<file path="src/rtl/reloc_guard_pkg.sv">
// Package: shared encodings for the relocation and limit address guard.
// Assumes: operation and cause codes are fixed, because the core and the
// trap handler decode them.
package reloc_guard_pkg;

    typedef enum logic [1:0] {
        OP_ACCESS    = 2'd0,
        OP_SET_BASE  = 2'd1,
        OP_SET_LIMIT = 2'd2,
        OP_RESERVED  = 2'd3
    } rg_op_e;

    typedef enum logic [1:0] {
        CAUSE_NONE  = 2'd0,
        CAUSE_RANGE = 2'd1,
        CAUSE_PRIV  = 2'd2,
        CAUSE_OP    = 2'd3
    } rg_cause_e;

endpackage

</file>
<file path="src/rtl/rg_bound_regs.sv">
// Module: rg_bound_regs
// Holds the relocation base and the user-window limit.
// Assumes: the write strobes are already qualified for privilege and for
// handshake acceptance, and at most one strobe is active per cycle.
module rg_bound_regs #(
    parameter int PW = 20,
    parameter int LW = 17
) (
    input  logic          clk,
    input  logic          rst_n,
    input  logic          set_base,
    input  logic          set_limit,
    input  logic [PW-1:0] new_value,
    output logic [PW-1:0] base_q,
    output logic [LW-1:0] limit_q
);

    // Base register: cleared by reset, loaded on a qualified strobe.
    always_ff @(posedge clk) begin
        if (!rst_n) begin
            base_q <= '0;
        end else if (set_base) begin
            base_q <= new_value;
        end
    end

    // Limit register: cleared by reset, loaded from the low bits of the value.
    always_ff @(posedge clk) begin
        if (!rst_n) begin
            limit_q <= '0;
        end else if (set_limit) begin
            limit_q <= new_value[LW-1:0];
        end
    end

    AST_ONE_STROBE: assert property (@(posedge clk) disable iff (!rst_n)
        !(set_base && set_limit));

endmodule

</file>
<file path="src/rtl/rg_xlate.sv">
// Module: rg_xlate
// Combinational decision for one request: physical address, cause, and
// register-write strobes.
// Assumes: PW > AW, so that the zero-extension and the sum fit in the
// physical width. The caller gates the strobes with the handshake.
module rg_xlate
    import reloc_guard_pkg::*;
#(
    parameter int AW = 16,
    parameter int PW = 20,
    parameter int LW = AW + 1
) (
    input  logic [1:0]    op,
    input  logic          user,
    input  logic [AW-1:0] addr,
    input  logic [PW-1:0] base,
    input  logic [LW-1:0] limit,
    output logic [PW-1:0] phys,
    output logic [1:0]    cause,
    output logic          want_base,
    output logic          want_limit
);

    localparam int EXT = PW - AW;

    logic [PW-1:0] addr_ext;
    logic [PW-1:0] reloc_sum;
    logic          in_window;

    // Zero-extend the logical address to the physical width.
    generate
        if (EXT > 0) begin : g_ext
            assign addr_ext = {{EXT{1'b0}}, addr};
        end else begin : g_same
            assign addr_ext = addr[PW-1:0];
        end
    endgenerate

    // Relocated address; it wraps modulo 2^PW.
    assign reloc_sum = base + addr_ext;

    // Unsigned window test; an address equal to the limit is outside.
    assign in_window = ({1'b0, addr} < limit);

    // Decide the response and the write strobes for each operation and mode.
    always_comb begin
        phys       = '0;
        cause      = CAUSE_NONE;
        want_base  = 1'b0;
        want_limit = 1'b0;
        unique case (rg_op_e'(op))
            OP_ACCESS: begin
                if (!user) begin
                    phys = addr_ext;
                end else if (in_window) begin
                    phys = reloc_sum;
                end else begin
                    cause = CAUSE_RANGE;
                end
            end
            OP_SET_BASE: begin
                if (user) cause = CAUSE_PRIV;
                else      want_base = 1'b1;
            end
            OP_SET_LIMIT: begin
                if (user) cause = CAUSE_PRIV;
                else      want_limit = 1'b1;
            end
            default: begin
                cause = CAUSE_OP;
            end
        endcase
    end

endmodule

</file>
<file path="src/rtl/rg_resp_reg.sv">
// Module: rg_resp_reg
// One-entry response register with a valid/ready handshake on both sides.
// Assumes: load is high only when the upstream handshake completes.
module rg_resp_reg #(
    parameter int PW = 20
) (
    input  logic          clk,
    input  logic          rst_n,
    input  logic          load,
    input  logic [PW-1:0] in_addr,
    input  logic [1:0]    in_cause,
    output logic          can_take,
    output logic          rsp_valid,
    input  logic          rsp_ready,
    output logic [PW-1:0] rsp_addr,
    output logic          rsp_trap,
    output logic [1:0]    rsp_cause
);

    // Space is free when the slot is empty or is being drained now.
    assign can_take = !rsp_valid || rsp_ready;

    // Valid flag: set by a load, cleared when the consumer drains the slot.
    always_ff @(posedge clk) begin
        if (!rst_n) begin
            rsp_valid <= 1'b0;
        end else if (load) begin
            rsp_valid <= 1'b1;
        end else if (rsp_ready) begin
            rsp_valid <= 1'b0;
        end
    end

    // Payload: captured only on a load, so it holds while stalled.
    always_ff @(posedge clk) begin
        if (!rst_n) begin
            rsp_addr  <= '0;
            rsp_trap  <= 1'b0;
            rsp_cause <= '0;
        end else if (load) begin
            rsp_addr  <= in_addr;
            rsp_trap  <= (in_cause != 2'd0);
            rsp_cause <= in_cause;
        end
    end

    AST_RSP_HOLD: assert property (@(posedge clk) disable iff (!rst_n)
        rsp_valid && !rsp_ready |=> rsp_valid && $stable(rsp_addr)
        && $stable(rsp_cause) && $stable(rsp_trap));
    AST_NO_LOAD_WHEN_FULL: assert property (@(posedge clk) disable iff (!rst_n)
        load |-> can_take);

endmodule

</file>
<file path="src/rtl/reloc_guard.sv">
// Module: reloc_guard (top)
// Translates and guards each logical address with a relocation base and a
// user-window limit, and serves privileged updates of both registers.
// Assumes: one request per cycle at most. A response follows each accepted
// request by one cycle.
module reloc_guard
    import reloc_guard_pkg::*;
#(
    parameter int AW = 16,
    parameter int PW = 20
) (
    input  logic          clk,
    input  logic          rst_n,
    input  logic          req_valid,
    output logic          req_ready,
    input  logic [1:0]    req_op,
    input  logic          req_user,
    input  logic [AW-1:0] req_addr,
    input  logic [PW-1:0] req_wdata,
    output logic          rsp_valid,
    input  logic          rsp_ready,
    output logic [PW-1:0] rsp_addr,
    output logic          rsp_trap,
    output logic [1:0]    rsp_cause
);

    localparam int LW = AW + 1;

    logic          fire;
    logic [PW-1:0] base_q;
    logic [LW-1:0] limit_q;
    logic [PW-1:0] x_phys;
    logic [1:0]    x_cause;
    logic          x_want_base;
    logic          x_want_limit;

    // A request is taken when it is offered and the output slot has room.
    assign fire = req_valid && req_ready;

    rg_bound_regs #(.PW(PW), .LW(LW)) u_regs (
        .clk       (clk),
        .rst_n     (rst_n),
        .set_base  (fire && x_want_base),
        .set_limit (fire && x_want_limit),
        .new_value (req_wdata),
        .base_q    (base_q),
        .limit_q   (limit_q)
    );

    rg_xlate #(.AW(AW), .PW(PW), .LW(LW)) u_xlate (
        .op         (req_op),
        .user       (req_user),
        .addr       (req_addr),
        .base       (base_q),
        .limit      (limit_q),
        .phys       (x_phys),
        .cause      (x_cause),
        .want_base  (x_want_base),
        .want_limit (x_want_limit)
    );

    rg_resp_reg #(.PW(PW)) u_resp (
        .clk       (clk),
        .rst_n     (rst_n),
        .load      (fire),
        .in_addr   (x_phys),
        .in_cause  (x_cause),
        .can_take  (req_ready),
        .rsp_valid (rsp_valid),
        .rsp_ready (rsp_ready),
        .rsp_addr  (rsp_addr),
        .rsp_trap  (rsp_trap),
        .rsp_cause (rsp_cause)
    );

    AST_TRAP_MATCH: assert property (@(posedge clk) disable iff (!rst_n)
        rsp_valid |-> (rsp_trap == (rsp_cause != 2'd0)));
    AST_KERNEL_PASS: assert property (@(posedge clk) disable iff (!rst_n)
        fire && req_op == 2'd0 && !req_user |=> rsp_valid && !rsp_trap
        && rsp_addr[AW-1:0] == $past(req_addr));
    AST_RANGE_TRAP: assert property (@(posedge clk) disable iff (!rst_n)
        fire && req_op == 2'd0 && req_user && ({1'b0, req_addr} >= limit_q)
        |=> rsp_trap && rsp_cause == 2'd1 && rsp_addr == '0);
    AST_PRIV_KEEP: assert property (@(posedge clk) disable iff (!rst_n)
        fire && req_user && (req_op == 2'd1 || req_op == 2'd2)
        |=> $stable(base_q) && $stable(limit_q) && rsp_cause == 2'd2);
    AST_RSVD_KEEP: assert property (@(posedge clk) disable iff (!rst_n)
        fire && req_op == 2'd3 |=> $stable(base_q) && $stable(limit_q)
        && rsp_cause == 2'd3);

endmodule

</file>
<file path="config.mk">
export PLATFORM = sky130hd
export DESIGN_NAME = reloc_guard
export DESIGN_NICKNAME = d
export VERILOG_FILES = /design/src/rtl/reloc_guard_pkg.sv /design/src/rtl/rg_bound_regs.sv /design/src/rtl/rg_xlate.sv /design/src/rtl/rg_resp_reg.sv /design/src/rtl/reloc_guard.sv
export SDC_FILE = /design/constraint.sdc
export NUM_CORES = 1
export LEC_CHECK = 0
export CAP_MARGIN = 20
export CORE_MARGIN = 2
export CORE_UTILIZATION = 48
export CTS_CLUSTER_SIZE = 10
export DETAILED_ROUTE_END_ITERATION = 8
export GPL_ROUTABILITY_DRIVEN = 1
export GPL_TIMING_DRIVEN = 0
export MAX_ROUTING_LAYER = met4
export PLACE_DENSITY_LB_ADDON = 0.12
export SLEW_MARGIN = 20
export SYNTH_ARGS = -nofsm -noshare
export SYNTH_HDL_FRONTEND = slang
export SYNTH_SLANG_ARGS = --single-unit
</file>
<file path="constraint.sdc">
create_clock -name clk -period 2.3 [get_ports clk]
set_input_delay 0.69 -clock clk [delete_from_list [all_inputs] [get_ports clk]]
set_output_delay 0.69 -clock clk [all_outputs]
set_load 0.03 [all_outputs]
</file>
Yosys cells after proc, flatten, opt, wreduce, memory -nomap -nowiden
Cells that the tools add are included.
- logic and storage cells: 31
- output and inout bits: 25
- bits of input ports: 43
- register bits: 61
- muxes and demuxes: 12
- reduce and logical (&&, ||, !) cells: 9
- equality and inequality tests: 2
- magnitude comparators: 1
- add/sub/neg operators: 1
- operators with widths (kind ; number):
    $mux 20 ; 3
    $add 20x16->20 ; 1
    $lt 16x17->1 ; 1
    $mux 1 ; 6
    $mux 2 ; 2
    $pmux 2 s2 ; 1
    $reduce_bool 2->1 ; 2
    $logic_and 1x1->1 ; 3
    $eq 2x1->1 const B ; 1
    $eq 2x2->1 const B ; 1
    $logic_not 2->1 ; 1
    $reduce_or 2->1 ; 1
    $logic_not 1->1 ; 1
    $logic_or 1x1->1 ; 1

Logic depth before layout (Yosys ltp)
- depth after elaboration: 5
- depth in mapped cells: 9
- gate-level depth less buffers: 9

Modules after synthesis
From an unflattened synthesis, not the netlist that was laid out.
- cells, all modules: 434
- area, all modules: 4010.1 um^2
- modules (own cells, without submodules) (module ; seq. area each (um^2) ; instances ; area each (um^2) ; cells an instance):
    rg_xlate ; 0.0 ; 1 ; 1661.6 ; 234
    rg_bound_regs ; 740.7 ; 1 ; 1400.1 ; 118
    rg_resp_reg ; 480.5 ; 1 ; 929.6 ; 79
    reloc_guard ; 0.0 ; 1 ; 18.8 ; 3

Least setup slack after synthesis
OpenSTA, ideal clock, no wires.
- path type: input -> register
- start point: input req_addr[0]
- end point: register u_resp.rsp_addr[12]
- stages on the path: 9
- buffers on the path: 0
- setup slack: -0.153 ns
- required time: 2.182 ns
- setup time: 0.118 ns
- arrival: 2.335 ns
- path through: ha_1 fa_1 a21oi_1 o211a_1 o31ai_4 a21o_2 a21oi_1 xor2_1 o21ai_1
- longest elaborated chain between the ends: 4
- elaborated cells between the ends (all ways): 5
- those cells by class: add/sub: 1; order compare: 1; mux: 3
- ends and longest elaborated chain (element ; line ; text):
    start, declared ; reloc_guard.sv:18 ; input logic [AW-1:0] req_addr,
    $add 20x16->20 / $lt 16x17->1 (equally long branches) ; rg_xlate.sv:40, rg_xlate.sv:43 ;
    $mux 20 * ; rg_xlate.sv:55 ; end else if (in_window) begin
    $mux 20 * ; rg_xlate.sv:53 ; if (!user) begin
    $mux 20 * ; rg_xlate.sv:51 ; unique case (rg_op_e'(op))
    end signal, assigned ; rg_resp_reg.sv:41 ; rsp_addr <= in_addr;
    end, declared ; rg_resp_reg.sv:15 ; output logic [PW-1:0] rsp_addr,
Every way passes the cells marked *; elsewhere a longest branch is shown, timed or not.
A chain may end at the register's enable or synchronous reset.

Worst setup path in the final report
- start point: input req_addr[0]
- end point: register u_resp.rsp_addr[10]
Same word-level chain as after synthesis.

==> flow_summary.toml <==
[timing]
slew_violations = 0
setup_viol = 0
tightest_slew_ps = 622
fin_worst_skew_ps = 8.30
max_freq_mhz = 439
min_period_ps = 2280
finalCritPeriodShare_pct = 99.1
slew-limit-headroom_pct = 58.5
hold_ws_ps = 460
hold_violations = 0

[synth]
synth_top_family_by_area = "compound AO/OA/AOI/OAI gates"
synth_compound_area_share_pct = 24.2
synth_cell_types = 43
netlist_instances = 448
synthXorXnorAreaFrac_pct = 4.06
synthAdderAreaFrac_pct = 12.2
synth_nets = 526
synth_simple_gate_area_share_pct = 22.0
ys_ff_latch = 61
synthesis.area_um2 = 3660
syn_avg_cell_area_um2 = 8.18
yosysSeqAreaShare_pct = 33.3
yosys_warnings = 0
synth_mux_area_share_pct = 0.273

[setup_path]
worst_setup_path_start_kind = "primary input"
path_max_fanout = 3
path_class = "in -> reg"
crit_start = "req_addr[0]"
crit_cells = 10
r2r_start = "u_regs.base_q[0]"
critical-path-slowest-cell = "fa_2"
path_cells = "buf_2, ha_4, fa_2, a21oi_2, o211a_1, o31ai_4, buf_4, xor2_1, a221oi_2, nor2b_1"
crit_path_max_incr_delay_ps = 400
critPathBufInv = 2
endpoint_kind = "register"
arrival_ps = 2500
reg2reg_slack_ps = 150
reg2regPathDepth = 9
critPathTopFamily = "compound AO/OA/AOI/OAI gates"
cp.required_ps = 2520

[clock_network]
cts.reportedPaths.clkPinSlew_ps = 70
clock-root-buffer = "clkbuf_8"
clk_path_buf_depth = 2
h-tree-depth = 3
cts_sinks = 61
cts_tree = "done"
clock_latency_ps = 340
numCtsBuffers = 9

[floorplan]
dieArea_um2 = 8350
core_um2 = 7330
num_io_pins = 68
die_w_um = 91.4
floorplan.initialDensity_pct = 50.0
dieHeight_um = 91.4
placementRows = 31

[power]
switchingPower_uw = 699
intPower_mw = 1.96
p_leak_nw = 1.84
power_frac_seq_pct = 41.4
combPwrFrac_pct = 17.5
ir_worst_vdd_v = 0.000282
power_mw = 2.66
powerDensity_nw_per_um2 = 539
power_switching_share_pct = 26.3
power_frac_clock_pct = 41.1

[detailed_routing]
drc = 0
drt_first_pass_iters = 4
wire_per_inst_um = 15.0
vias = 3370
vias_per_cell = 5.32
antenna_left = 0
drt_iter0_drc = 134
drt_wl_total_um = 9490

[placed_design]
dpl_cell_area_um2 = 4470
place.gp.congestion = 0.830
portBuffers = 66
hpwl_um = 7220

[grt]
grt_pass1_wl_um = 15900
grt_pass1_vias = 3322
overflow = 0
track_usage_pct = 24.4
grt_max_degree = 11
antenna_found_initial = 0

[cells_and_area]
final_area_um2 = 4930
mostFrequentLayoutCell = "nand2_1"
drive_gt1_share_pct = 15.5
syn_to_final_growth_pct = 34.7
diodes = 0
layout_common_cells = "108 x nand2_1, 61 x dfxtp_1, 49 x clkdlybuf4s50_1"
final_net_count = 607

[hold_path]
hold_class = "reg -> reg"
whs_path_depth = 2
min-delay-start = "u_resp.rsp_addr[18]"

[outcome]
status = "finished clean"

[flow_run]
drv_cap = 0
registers in the layout, indices dropped and copies added (netlist names):
signal / cells
u_resp.rsp_trap: 1
u_resp.rsp_valid: 1
u_regs.base_q: 20
u_resp.rsp_cause: 2
u_resp.rsp_addr: 20
u_regs.limit_q: 17
worst paths after layout:
check / endpoint
worst max register to register: u_resp.rsp_addr[10]
worst min-delay path: u_resp.rsp_addr[18]
worst min register to register: u_resp.rsp_addr[18]
worst max-delay path: u_resp.rsp_addr[10]
cell usage after synthesis (all sizes together):
master | number | area share, %
nor3 | 6 | 1.1
clkbuf | 17 | 1.7
and2b | 1 | 0.20
a2111oi | 1 | 0.24
nand2 | 109 | 11
a21oi | 23 | 3.1
o211ai | 5 | 1.0
a21o | 6 | 1.3
xnor2 | 10 | 2.4
fa | 1 | 0.55
nand2b | 4 | 0.68
inv | 19 | 1.9
o211a | 3 | 0.82
and4 | 1 | 0.24
o31ai | 1 | 0.58
and4b | 1 | 0.27
a22oi | 1 | 0.34
nor2 | 12 | 1.7
and3 | 10 | 1.7
a311oi | 1 | 0.41
nor2b | 11 | 1.9
and2 | 4 | 0.68
a211oi | 1 | 0.20
nand3 | 15 | 2.2
buf | 2 | 0.27
ha | 34 | 12
mux2i | 1 | 0.27
o21ai | 21 | 3.3
a21boi | 42 | 8.6
xor2 | 7 | 1.7
o21a | 3 | 0.61
a221oi | 10 | 2.6
a31oi | 4 | 1.1
dfxtp | 61 | 33
what timing repair did:
item                                    4_1_cts  5_1_grt
gates resized for setup                      50       37
pin swaps                                    18       12
hold buffers                                  0        0
endpoints found under the setup margin       23       53
cloned                                        1        0
setup buffers                                 2        2
layout make-up:
cell class | count | area, um^2
Buffer | 18 | 77.6
Clock buffer | 12 | 155
Clock inverter | 4 | 70.1
Fill cell | 588 | 2400
Inverter | 19 | 71.3
Multi-Input combinational cell | 350 | 2560
Sequential cell | 61 | 1220
Tap cell | 99 | 124
Timing Repair Buffer | 70 | 654
per-stage QoR:
stage	utilization (%)	cells	setup TNS, ps	setup WS (ps)
6_report	67.3	633	0	20.8
5_1_grt	67.3	633	-22.2	-14.9
4_1_cts	66.8	632	-17.2	-17.2
3_5_place_dp	61.0	613	-22920	-750
3_3_place_gp	61.0	613	-21340	-724
2_1_floorplan	-	448	-5.17	-5.17
power groups by stage:
stage	registers [mW]	logic, mW	clock network [mW]
2_1_floorplan	1.15	0.214	0
3_3_place_gp	1.12	0.412	0
3_5_place_dp	1.12	0.416	0
4_1_cts	1.10	0.450	1.10
5_1_grt	1.10	0.505	1.16
6_report	1.10	0.464	1.09
worst register-to-register path, stage by stage (launching register included):
cell      delay [ps]
dfxtp_1          340
ha_4             180
fa_2             400
a21oi_2          180
o211a_1          220
o31ai_4          100
buf_4            140
xor2_1           150
a221oi_2         250
nor2b_1           70
per-layer routing:
layer / GRT usage [%] / share of wire (%) / vias to the layer above
met3: 5.06 / 4.1 / 17
met5: - / 0 / -
li1: - / - / 1724
met2: 36.6 / 44 / 80
met4: 7.95 / 1.4 / 0
met1: 32.8 / 51 / 1549
logic make-up (layout without fill, tap and decap cells):
| group | after synthesis | after routing |
|---|---|---|
| fa+ha+maj | 35 | 35 |
| simple gates | 174 | 175 |
| xor+xnor | 17 | 17 |
| buf+inv | 38 | 123 |
| mux | 1 | 1 |
| compound gates | 122 | 122 |
| flops | 61 | 61 |
Power figures use the tool's default switching activity.
